<file path="src/rtl/psg_cmd_pkg.sv">
package psg_cmd_pkg;

    localparam int NUM_TONE = 3;
    localparam int NUM_CH   = 4;
    localparam int PER_W    = 10;
    localparam int PER_LO_W = 4;
    localparam int PER_HI_W = PER_W - PER_LO_W;
    localparam int ATT_W    = 4;
    localparam int NZ_W     = 3;
    localparam int CH_W     = $clog2(NUM_CH);
    localparam int NOISE_CH = NUM_CH - 1;

    typedef enum logic {
        KIND_PERIOD = 1'b0,
        KIND_ATTEN  = 1'b1
    } reg_kind_e;

    typedef struct packed {
        logic [CH_W-1:0] ch;
        reg_kind_e       kind;
    } sel_t;

    typedef struct packed {
        logic                tone_lo;
        logic                tone_hi;
        logic                att;
        logic                noise;
        logic [CH_W-1:0]     ch;
        logic [PER_HI_W-1:0] payload;
        sel_t                sel_next;
    } wr_cmd_t;

endpackage

</file>
<file path="src/rtl/psg_strobe_sync.sv">
module psg_strobe_sync #(
    parameter int STAGES = 2
) (
    input  logic clk,
    input  logic rst,
    input  logic wr_n,
    output logic fall_o,
    output logic rise_o
);
    localparam int CHAIN = STAGES + 1;

    logic [CHAIN-1:0] sh_d, sh_q;

    always_comb begin
        sh_d = {sh_q[CHAIN-2:0], wr_n};
    end

    always_ff @(posedge clk) begin
        if (rst) sh_q <= '1;
        else     sh_q <= sh_d;
    end

    assign fall_o = !sh_q[STAGES-1] &&  sh_q[STAGES];
    assign rise_o =  sh_q[STAGES-1] && !sh_q[STAGES];
endmodule

</file>
<file path="src/rtl/psg_cmd_decode.sv">
module psg_cmd_decode
    import psg_cmd_pkg::*;
(
    input  logic       strobe,
    input  logic [7:0] byte_i,
    input  sel_t       sel_q,
    output wr_cmd_t    cmd_o
);
    logic            is_latch;
    logic [CH_W-1:0] ch;
    reg_kind_e       kind;

    always_comb begin
        is_latch = byte_i[7];
        if (is_latch) begin
            ch   = byte_i[6:5];
            kind = reg_kind_e'(byte_i[4]);
        end else begin
            ch   = sel_q.ch;
            kind = sel_q.kind;
        end

        cmd_o               = '0;
        cmd_o.ch            = ch;
        cmd_o.sel_next      = sel_q;
        cmd_o.payload       = is_latch ? {{(PER_HI_W-PER_LO_W){1'b0}}, byte_i[3:0]}
                                       : byte_i[PER_HI_W-1:0];
        if (strobe) begin
            if (is_latch) begin
                cmd_o.sel_next.ch   = ch;
                cmd_o.sel_next.kind = kind;
            end
            if (kind == KIND_ATTEN) begin
                cmd_o.att = 1'b1;
            end else if (int'(ch) == NOISE_CH) begin
                cmd_o.noise = 1'b1;
            end else if (is_latch) begin
                cmd_o.tone_lo = 1'b1;
            end else begin
                cmd_o.tone_hi = 1'b1;
            end
        end
    end
endmodule

</file>
<file path="src/rtl/psg_reg_file.sv">
module psg_reg_file
    import psg_cmd_pkg::*;
(
    input  logic    clk,
    input  logic    rst,
    input  wr_cmd_t cmd_i,
    input  logic    rise_i,
    output sel_t    sel_o,
    output logic [NUM_TONE-1:0][PER_W-1:0] tone_o,
    output logic [NUM_CH-1:0][ATT_W-1:0]   att_o,
    output logic [NZ_W-1:0]                noise_o,
    output logic                           restart_o
);
    typedef struct packed {
        logic [NUM_TONE-1:0][PER_W-1:0] tone;
        logic [NUM_CH-1:0][ATT_W-1:0]   att;
        logic [NZ_W-1:0]                noise;
        sel_t                           sel;
        logic                           pend;
        logic                           restart;
    } state_t;

    state_t st_d, st_q;

    always_comb begin
        st_d         = st_q;
        st_d.restart = 1'b0;
        st_d.sel     = cmd_i.sel_next;

        for (int i = 0; i < NUM_TONE; i++) begin
            if (int'(cmd_i.ch) == i) begin
                if (cmd_i.tone_lo)
                    st_d.tone[i][PER_LO_W-1:0] = cmd_i.payload[PER_LO_W-1:0];
                if (cmd_i.tone_hi)
                    st_d.tone[i][PER_W-1:PER_LO_W] = cmd_i.payload;
            end
        end
        for (int c = 0; c < NUM_CH; c++) begin
            if (cmd_i.att && int'(cmd_i.ch) == c)
                st_d.att[c] = cmd_i.payload[ATT_W-1:0];
        end
        if (cmd_i.noise) begin
            st_d.noise = cmd_i.payload[NZ_W-1:0];
            st_d.pend  = 1'b1;
        end
        if (rise_i && st_q.pend) begin
            st_d.restart = 1'b1;
            st_d.pend    = 1'b0;
        end
    end

    always_ff @(posedge clk) begin
        if (rst) begin
            st_q.tone    <= '0;
            st_q.att     <= '1;
            st_q.noise   <= '0;
            st_q.sel     <= '{ch: '0, kind: KIND_PERIOD};
            st_q.pend    <= 1'b0;
            st_q.restart <= 1'b0;
        end else begin
            st_q <= st_d;
        end
    end

    assign sel_o     = st_q.sel;
    assign tone_o    = st_q.tone;
    assign att_o     = st_q.att;
    assign noise_o   = st_q.noise;
    assign restart_o = st_q.restart;
endmodule

</file>
<file path="src/rtl/psg_cmd_regs.sv">
module psg_cmd_regs
    import psg_cmd_pkg::*;
#(
    parameter int SYNC_STAGES = 2
) (
    input  logic                      clk,
    input  logic                      rst,
    input  logic                      wr_n,
    input  logic [7:0]                bus_data,
    output logic [NUM_TONE*PER_W-1:0] tone_period,
    output logic [NUM_CH*ATT_W-1:0]   atten_level,
    output logic [NZ_W-1:0]           noise_ctrl,
    output logic                      noise_restart
);
    logic    fall, rise;
    sel_t    sel;
    wr_cmd_t cmd;
    logic [NUM_TONE-1:0][PER_W-1:0] tone_w;
    logic [NUM_CH-1:0][ATT_W-1:0]   att_w;

    psg_strobe_sync #(.STAGES(SYNC_STAGES)) u_sync (
        .clk(clk), .rst(rst), .wr_n(wr_n), .fall_o(fall), .rise_o(rise)
    );

    psg_cmd_decode u_dec (
        .strobe(fall), .byte_i(bus_data), .sel_q(sel), .cmd_o(cmd)
    );

    psg_reg_file u_regs (
        .clk(clk), .rst(rst), .cmd_i(cmd), .rise_i(rise), .sel_o(sel),
        .tone_o(tone_w), .att_o(att_w), .noise_o(noise_ctrl),
        .restart_o(noise_restart)
    );

    assign tone_period = tone_w;
    assign atten_level = att_w;
endmodule

</file>
<file path="config.mk">
export PLATFORM = sky130hd
export DESIGN_NAME = psg_cmd_regs
export DESIGN_NICKNAME = d
export VERILOG_FILES = /design/src/rtl/psg_cmd_pkg.sv /design/src/rtl/psg_strobe_sync.sv /design/src/rtl/psg_cmd_decode.sv /design/src/rtl/psg_reg_file.sv /design/src/rtl/psg_cmd_regs.sv
export SDC_FILE = /design/constraint.sdc
export NUM_CORES = 1
export LEC_CHECK = 0
export ABC_AREA = 1
export BUFFER_PORTS_ARGS = -buffer_cell sky130_fd_sc_hd__buf_2
export CORE_MARGIN = 2
export CORE_UTILIZATION = 40
export DETAILED_ROUTE_END_ITERATION = 7
export PLACE_DENSITY = 0.68
export RECOVER_POWER = 50
export SYNTH_ARGS = -nofsm -noshare
export SYNTH_HDL_FRONTEND = slang
export SYNTH_SLANG_ARGS = --single-unit
</file>
<file path="constraint.sdc">
create_clock -name clk -period 1.5 [get_ports clk]
set_input_delay 0.075 -clock clk [delete_from_list [all_inputs] [get_ports clk]]
set_output_delay 0.075 -clock clk [all_outputs]
set_load 0.01 [all_outputs]
</file>
==> metrics.txt, run 1 <==
clock latency on the worst-skew pair=330 ps; Die Y=87.8 µm; Crit Path Max Fanout=14; Max-Slew Margin vs Limit=between 70% and 80%; Post-Route WL=between 5000 and 6000 µm; hold crit path type=in2reg; reg2reg setup slack=230 ps; compound-gate portion of the synthesized area=1.69%; chip width=a little under 90 µm; RSZ-0062 raised after global routing=false; yosys warns=0; vias in the first global route=2,009; f_max=790 MHz; core area=6790 µm²; io pins=roughly 60; startpoint types=flip-flop; mux contribution to synthesized area=0%; register area share after synthesis=between 40% and 50%; setup TNS=0 ps; Reg clk slew, reported paths=70 ps; CTS buffer count=9; Via density=4.47; top-count cell post-synth=nand2_1; area leader, netlist=dfxtp_1; Mapped Cells=386; WL/cell=between 10 and 15 µm; Netlist cell types=22; combinational family with the most area after synthesis=simple AND/OR/NAND/NOR gates; Leak Pwr=1.36 nW; RePlAce Congestion=0.783; Post-CTS Repair Setup Buffers=0; CP required=approximately 1700 ps; initial antenna violation count=0; Worst-Margin Slew=369 ps; syn_nets=between 300 and 400; largest net degree at the start of global routing=39; drc violations=0; number of flops mapped to enable cells by yosys=0; Seq cells post-synth=57; ys async rst share=0%; Pwr Density=1100 nW/µm²; commonest cells in the netlist=nand2_1, nor2_1, dfxtp_1; # nets final=413; Slowest-stage cell, CP=dfxtp_1; minimum clock period after layout=between 1000 and 1500 ps; Critical Path Most Common Cell=nand2_1; Global Route Usage Sum=16.0%; Clk Tree Root Cell=clkbuf_8; fin util=43.9%; largest cells by area after synthesis=dfxtp_1, buf_4, nand2_1, nor2_1, nand3_1; HPWL after detailed placement=4210 µm; initial drt markers=113; simple-gate share of the synthesized area=37.1%; layout cells sized above 1=between 10% and 20%; final number of max-transition violations=0; CTS H-tree lvls=3; chain of cells forming the critical path=inv_1 > nand2_2 > nand2_4 > nor2_4 > nand2_1 > nand2_1 > nand3_1; outcome=finished clean; Max VDD drop=473 µV; row count=30; setup violators final=0; Fin Clk Skew=around 11 ps; initial core utilization=41.3%; Max Buffers Root-to-Sink=2; slowest stage delay, CP=340 ps; Post-Synth Adder-Cell Area=0%; CTS tree=built; WS Path Type=reg2reg; TritonRoute pass-1 iters=4; Final Hold Vio Count=0; clk sinks=57; ys flop type=dfxtp_1; post-synth top area share=40.6%; cts repair resizes=0; Mean Syn Cell Area=between 7 and 8 µm²; Syn-to-layout area delta=6.10%; total gr overflow=0; via count=roughly 2,200; post-synthesis xor/xnor area fraction=0%; Die ar.=7710 µm²; first-pass GRT wire length=9490 µm; mapped cell area=2810 µm²; Arrival @ worst endpoint=around 1500 ps; crit end category=flip-flop; post-route ant nets=0; maxcap violations=0; PortBufs=60; Antenna Cells=0; final cycle utilization of the critical path=84.4%
[logic make-up (layout without fill, tap and decap cells)]
logic type,Yosys count,after routing
flip-flops,57,57
AO/OA/AOI/OAI,9,9
AND/OR/NAND/NOR,228,228
buffers and inverters,92,113
[sequential cells by signal, summed over array words and instances (netlist names)]
name              count
u_regs.noise_o        3
u_regs.restart_o      1
u_regs.tone_o        30
u_sync.sh_q           3
u_regs.att_o         16
u_regs.st_q           1
u_regs.sel_o          3
[per-stage QoR]
| step | instances | hold slack (ps) | instance area (µm²) | worst slack [ps] | power, mW |
|---|---|---|---|---|---|
| after global placement | 485 | 262 | 2820 | 237 | 1.84 |
| after CTS | 503 | 67.0 | 3040 | 226 | 3.31 |
| after detailed placement | 485 | 279 | 2820 | 211 | 1.84 |
| after global routing | 503 | 93.8 | 2980 | 85.5 | 3.40 |
| final | 503 | 72.6 | 2980 | 234 | 3.26 |
| after floorplan | 386 | 147 | 2810 | 432 | 1.79 |
[layout make-up]
class / count / area (µm²)
clock buffer: 11 / 151
clock inverter: 5 / 53.8
fill: 727 / 3810
inverter: 30 / 118
multi-input combinational: 237 / 1090
sequential: 57 / 1140
tap: 96 / 120
timing repair buffer: 67 / 307
[layout by cell type (no fill, tap or decap), types with 4 or more instances in the layout]
master and count:
a21oi_1 6, buf_2 9, buf_4 4, clkbuf_1 51, clkbuf_8 11, dfxtp_1 57, inv_1 25, nand2_1 81
nand2_2 7, nand3_1 53, nor2_1 71, nor2_4 5
[report_power, final]
part           internal [mW]  leakage [nW]  switching [mW]
clock network          0.851         0.109           0.605
logic                 0.0759         0.787           0.183
registers               1.54         0.461          0.0119
[critical path, delay by kind of cell (launching register included)]
| kind | cells | cell delay (ps) |
|---|---|---|
| flip-flops | 1 | 340 |
| buffers and inverters | 1 | 70 |
| AND/OR/NAND/NOR | 6 | 740 |
[per-layer routing]
layer,share of wire [%],vias to the layer above,global-route usage (%)
met2,46,54,25.0
met5,0,-,0
met1,48,1008,20.9
met4,1.4,0,6.85
met3,5.3,7,4.24
li1,-,1180,-
[repair_timing]
item	in CTS	in global routing
hold buffers	2	0
endpoints found under the setup margin	0	0
endpoints found under the hold margin	4	0
[worst paths after layout]
| kind | startpoint | end | cells past startpoint |
|---|---|---|---|
| setup reg to reg | u_regs.sel_o[1]$_SDFFE_PP0P_ | u_regs.att_o[6]$_SDFFE_PP1P_ | 7 |
| setup / recovery | u_regs.sel_o[1]$_SDFFE_PP0P_ | u_regs.att_o[6]$_SDFFE_PP1P_ | 7 |
| hold reg to reg | u_sync.sh_q[0]$_SDFF_PP1_ | u_sync.sh_q[1]$_SDFF_PP1_ | 1 |
| hold / removal | bus_data[6] | u_regs.sel_o[2]$_SDFFE_PP0P_ | 3 |
Note: power is estimated with default switching activity, not from simulation.
==> inputs of run 2 (changes only) <==
Settings changed: PLACE_DENSITY 0.68 to 0.7.
Clock period 1.5 ns to 1 ns, I/O delays scaled along.
==> metrics.txt, run 2 (synthesis results as in run 1) <==
outcome=finished with violations; failing checks=negative setup slack; CTS buffer count=9 (unchanged); Syn-to-layout area delta=36.9%; chain of cells forming the critical path=inv_2 > nand2_4 > buf_6 > nor2_4 > buf_12 > nand2_4 > nand2_1 > nand3_1; maxcap violations=0 (unchanged); Die ar.=7710 µm² (unchanged); total gr overflow=0 (unchanged); layout cells sized above 1=44.2% (+30 points); # nets final=454 (+9.9%); most frequent cells in the layout=nand2_1, nor2_1, dfxtp_1; max reg flops=30 (unchanged); PortBufs=60 (unchanged); RSZ-0062 raised after global routing=true; Critical Path Most Common Cell=nand2_4; via count=2,529 (+12%); Non-Filler Instances=544 (+8.2%); initial core utilization=41.3% (unchanged); Antenna Cells=0 (unchanged); Max Buffers Root-to-Sink=2 (unchanged); Slowest-stage cell, CP=dfxtp_2; initial antenna violation count=0 (unchanged); area of the multi-input gates=1460 µm² (+34%); largest net degree at the start of global routing=42 (+7.7%); CTS tree=built; WL/cell=13.3 µm (+15%); chip width=87.8 µm (unchanged); CTS H-tree lvls=3 (unchanged); Final Hold Vio Count=0 (unchanged); first-pass GRT wire length=10,700 µm (+13%); Crit Path Max Fanout=6 (-8); setup TNS=-11,270 ps (-11,270 ps); clock latency on the worst-skew pair=340 ps (about the same); Reg clk slew, reported paths=60 ps (about the same); Arrival @ worst endpoint=1510 ps (+30 ps); final number of max-transition violations=0 (unchanged); vias in the first global route=2,339 (+16%); HPWL after detailed placement=4410 µm (+4.8%); reg2reg setup slack=-290 ps (-530 ps); hold path depth=3 (unchanged); startpoint types=flip-flop; Pwr Density=1340 nW/µm² (+22%); f_max=774 MHz (-2.0%); Die Y=87.8 µm (unchanged); CP required=1210 ps (-500 ps); post-route ant nets=0 (unchanged); WS Path Type=reg2reg; initial drt markers=149 (+32%); Via density=4.65 (+4.0%); Final Worst Setup Slack=-293 ps (-526 ps); Max VDD drop=646 µV (+37%); RePlAce Congestion=0.785 (+0.28%); Max-Slew Margin vs Limit=78.7% (+3.3 points); FF-to-FF path depth=8 (+1); total power=5.14 mW (+58%); Leak Pwr=1.75 nW (+29%); hold crit path type=in2reg; Fin Clk Skew=8.27 ps (-2.57 ps); Hold WS=16.2 ps (-56.4 ps); final cycle utilization of the critical path=129% (+45 points); dpl cells=505 (+4.1%); io pins=61 (unchanged); setup violators final=53 (+53); register area=1150 µm² (+0.55%); drc violations=0 (unchanged); crit end category=flip-flop; TritonRoute pass-1 iters=4 (unchanged); Global Route Usage Sum=18.0% (+2.0 points); Worst-Margin Slew=319 ps (-50.2 ps); Clk Tree Root Cell=clkbuf_8; minimum clock period after layout=1290 ps (+26.4 ps); core area=6790 µm² (unchanged); fillers=606 (-17%); clk sinks=57 (unchanged); row count=30 (unchanged); slowest stage delay, CP=330 ps (about the same); fin util=56.6% (+13 points); Post-Route WL=7230 µm (+25%)
-- run 2: changes by cell type in the layout (fill, tap and decap cells not counted), sizes merged --
| cell | before | now |
|---|---|---|
| buf | 14 | 81 |
| inv | 29 | 28 |
| clkbuf | 62 | 37 |
| nand3 | 57 | 58 |
| clkinv | 5 | 4 |
-- run 2: report_power, final --
group	switching [mW]	internal [mW]
registers	0.0202	2.31
logic	0.407	0.293
clock network	0.903	1.21
-- run 2: final timing paths --
kind	startpoint	endpoint
max	u_sync.sh_q[1]$_SDFF_PP1_	u_regs.att_o[14]$_SDFFE_PP1P_
min	bus_data[6]	u_regs.sel_o[2]$_SDFFE_PP0P_
max reg2reg	u_sync.sh_q[1]$_SDFF_PP1_	u_regs.att_o[14]$_SDFFE_PP1P_
min reg2reg	u_sync.sh_q[0]$_SDFF_PP1_	u_sync.sh_q[1]$_SDFF_PP1_
-- run 2: stage by stage --
step                setup slack (ps)  cell area, µm²
floorplan                      -50.7            2860
global placement                -215            3080
detailed placement              -241            3080
CTS                             -193            3570
global route                    -336            3850
finish                          -293            3850
-- run 2: layout make-up --
cell class | count | area share (%)
clock buffer | 13 | 3.87
clock inverter | 3 | 1.04
inverter | 30 | 3.25
multi-input combinational | 238 | 37.9
sequential | 57 | 29.8
tap | 96 | 3.12
timing repair buffer | 107 | 21.0
-- run 2: layer usage --
metal / GRT usage [%] / up-vias / share of wire [%]
li1: - / 1263 / -
met1: 22.2 / 1159 / 43
met2: 29.5 / 84 / 49
met3: 5.18 / 23 / 5.1
met4: 7.13 / 0 / 2.9
met5: 0 / - / 0
-- run 2: repair_timing --
action	in CTS	in global routing
cloned	2	1
hold buffers	2	0
setup endpoints to repair	53	53
hold endpoints to repair	4	0
pin swaps	23	36
buffers inserted	10	10
gates resized for setup	37	68
-- run 2: critical path: cells and delay by family, from the launching register on --
family | cells | cell delay (ps)
buf+inv | 3 | 390
flops | 1 | 330
simple gates | 5 | 460
==> inputs of run 3 (changes only) <==
Settings changed: ABC_AREA 1 to unset, PLACE_DENSITY 0.7 to 0.71.
==> metrics.txt, run 3 <==
final cycle utilization of the critical path=155% (+26 points); Net Sw Power=1.03 mW (-23%); yosys warns=0 (unchanged); Clk Tree Root Cell=clkbuf_8; largest cells by area after synthesis=dfxtp_1, mux2i_1, buf_4, nand2b_1, nor2_1; area leader, netlist=dfxtp_1; share of power burned in registers=48.6% (+3.4 points); minimum clock period after layout=1550 ps (+259 ps); Antenna Cells=0 (unchanged); slowest stage delay, CP=560 ps (+230 ps); failing checks=negative setup slack; number of flops mapped to enable cells by yosys=0 (unchanged); clk sinks=57 (unchanged); first-pass GRT wire length=9180 µm (-14%); clock latency on the worst-skew pair=330 ps (about the same); post-route ant nets=0 (unchanged); Die ar.=7320 µm² (-5.1%); Die Y=85.6 µm (-2.6%); hold path endpoint=u_regs.att_o[12]$_SDFFE_PP1P_; Mean Syn Cell Area=10.2 µm² (+40%); FF-to-FF path depth=3 (-5); cell internal pwr=3.70 mW (-2.9%); initial core utilization=41.7% (+0.31 points); total gr overflow=0 (unchanged); Slowest-stage cell, CP=or4_4; post-synth top area share=42.9% (+2.3 points); largest net degree at the start of global routing=18 (-57%); chain of cells forming the critical path=or3b_4 > or4_4 > mux2i_1; drc violations=0 (unchanged); CTS buffer count=9 (unchanged); hold path depth=3 (unchanged); RePlAce Congestion=0.843 (+7.4%); core area=6390 µm² (-6.0%); PortBufs=60 (unchanged); fin util=49.5% (-7.1 points); initial antenna violation count=0 (unchanged); Via density=4.76 (+2.3%); Crit Path Max Fanout=6 (unchanged); Post-Route WL=5450 µm (-25%); CTS tree=built; commonest non-fill, non-tap cell in the layout=dfxtp_1; Final Worst Setup Slack=-551 ps (-259 ps); outcome=finished with violations; CTS H-tree lvls=3 (unchanged); Comb power frac=6.5% (-7.1 points); ys async rst share=0% (unchanged); io pins=61 (unchanged); RR Endpoint=u_regs.tone_o[17]$_SDFFE_PP0P_; crit end category=flip-flop; Max VDD drop=855 µV (+32%); maxcap violations=0 (unchanged); mapped cell area=2660 µm² (-5.3%); Final Hold Vio Count=0 (unchanged); final number of max-transition violations=0 (unchanged); WL/cell=14.1 µm (+6.3%); chip width=85.6 µm (-2.6%); RSZ-0062 raised after global routing=true; row count=29 (-3.3%); hold wc startpoint=bus_data[0]; Reg clk slew, reported paths=60 ps (about the same); switching share of total power=21.8% (-4.1 points); setup violators final=53 (unchanged); syn_nets=273 (-31%); TritonRoute pass-1 iters=4 (unchanged); most frequent cells in the layout=dfxtp_1, mux2i_1, nand2b_1; initial drt markers=50 (-66%); Leak Pwr=1.45 nW (-17%); commonest cells in the netlist=dfxtp_1, mux2i_1, buf_4; Syn-to-layout area delta=18.9%; Max Buffers Root-to-Sink=2 (unchanged); hold crit path type=in2reg; vias in the first global route=1,909 (-18%); Mapped Cells=262 (-32%); f_max=645 MHz (-17%); Hold WS=65.0 ps (+48.8 ps); top-count cell post-synth=dfxtp_1; ys flop type=dfxtp_1; Global Route Usage Sum=16.0% (-2.0 points); reg2reg start=u_regs.sel_o[1]$_SDFFE_PP0P_; Pwr Density=1500 nW/µm² (+12%); # nets final=316 (-30%); startpoint types=flip-flop; final instance area=3160 µm² (-18%); Fin Clk Skew=5.96 ps (-2.30 ps); register area share after synthesis=42.9% (+2.3 points); via count=1,836 (-27%); fillers=591 (-2.5%); Max-Slew Margin vs Limit=70.1% (-8.6 points); Netlist cell types=22 (unchanged); layout cells sized above 1=34.3% (-9.9 points); Worst-Margin Slew=440 ps (+121 ps); Clock power frac=44.9% (+3.8 points); Seq cells post-synth=57 (unchanged); reg2reg setup slack=-550 ps (-260 ps); WS Path Type=reg2reg; CP required=1210 ps (about the same); Arrival @ worst endpoint=1760 ps (+250 ps); max reg flops=30 (unchanged); area post-placement=2900 µm² (-5.9%); HPWL after detailed placement=4050 µm (-8.3%)
-- run 3: per-stage QoR --
| step | TNS (ps) | std cells | power (mW) | worst slack [ps] |
|---|---|---|---|---|
| floorplan | -18390 | 262 | 2.51 | -568 |
| global placement | -22350 | 368 | 2.63 | -517 |
| detailed placement | -23310 | 368 | 2.63 | -538 |
| CTS | -23700 | 385 | 4.77 | -548 |
| global route | -27510 | 386 | 4.91 | -613 |
| finish | -24000 | 386 | 4.73 | -551 |
-- run 3: power groups by stage --
stage	clock network (mW)	registers, mW	logic, mW
2_1_floorplan	0	2.35	0.161
3_3_place_gp	0	2.35	0.284
3_5_place_dp	0	2.35	0.286
4_1_cts	2.17	2.30	0.304
5_1_grt	2.28	2.30	0.331
6_report	2.13	2.30	0.307
-- run 3: area by class of cell --
class	count	area [µm²]	area share, %
inverters	1	3.75	0.119
clock inverters	3	40.0	1.27
repair buffers	92	536	16.9
flip-flops and latches	57	1140	36.2
well taps	77	96.3	3.05
clock buffers	12	155	4.91
multi-input cells	144	1190	37.5
-- run 3: worst max-delay path by stage --
stage,end,start
2_1_floorplan,u_regs.tone_o[15]$_SDFFE_PP0P_,u_regs.sel_o[1]$_SDFFE_PP0P_
3_3_place_gp,u_regs.tone_o[17]$_SDFFE_PP0P_,u_regs.sel_o[1]$_SDFFE_PP0P_
3_5_place_dp,u_regs.tone_o[17]$_SDFFE_PP0P_,u_regs.sel_o[1]$_SDFFE_PP0P_
4_1_cts,u_regs.tone_o[18]$_SDFFE_PP0P_,u_regs.sel_o[1]$_SDFFE_PP0P_
5_1_grt,u_regs.tone_o[14]$_SDFFE_PP0P_,u_regs.sel_o[1]$_SDFFE_PP0P_
6_report,u_regs.tone_o[17]$_SDFFE_PP0P_,u_regs.sel_o[1]$_SDFFE_PP0P_
-- run 3: logic make-up after synthesis --
group,after synthesis,synth area share (%)
and+or+nand+nor,80,17.6
buffers and inverters,61,15.7
DFF,57,42.9
muxes,54,20.4
AOI/OAI and AO/OA,10,3.43
-- run 3: what timing repair did --
action / in CTS / in global routing
setup endpoints to repair: 53 / 53
cloned: 0 / 0
pin swaps: 8 / 3
endpoints found under the hold margin: 1 / 0
setup buffers: 1 / 1
hold buffers: 1 / 0
resized for setup: 13 / 2
-- run 3: worst max-delay path: cells and delay by family (launching register included) --
kind	cells	cell delay, ps
and+or+nand+nor	2	940
muxes	1	140
DFF	1	340
-- run 3: metal layers --
layer / global-route usage, % / wire [µm] / part of all wire, %
met5: 0 / 0 / 0
met4: 4.33 / 61 / 1.1
met3: 5.58 / 321 / 5.9
met2: 26.6 / 2530 / 46
met1: 19.6 / 2540 / 47
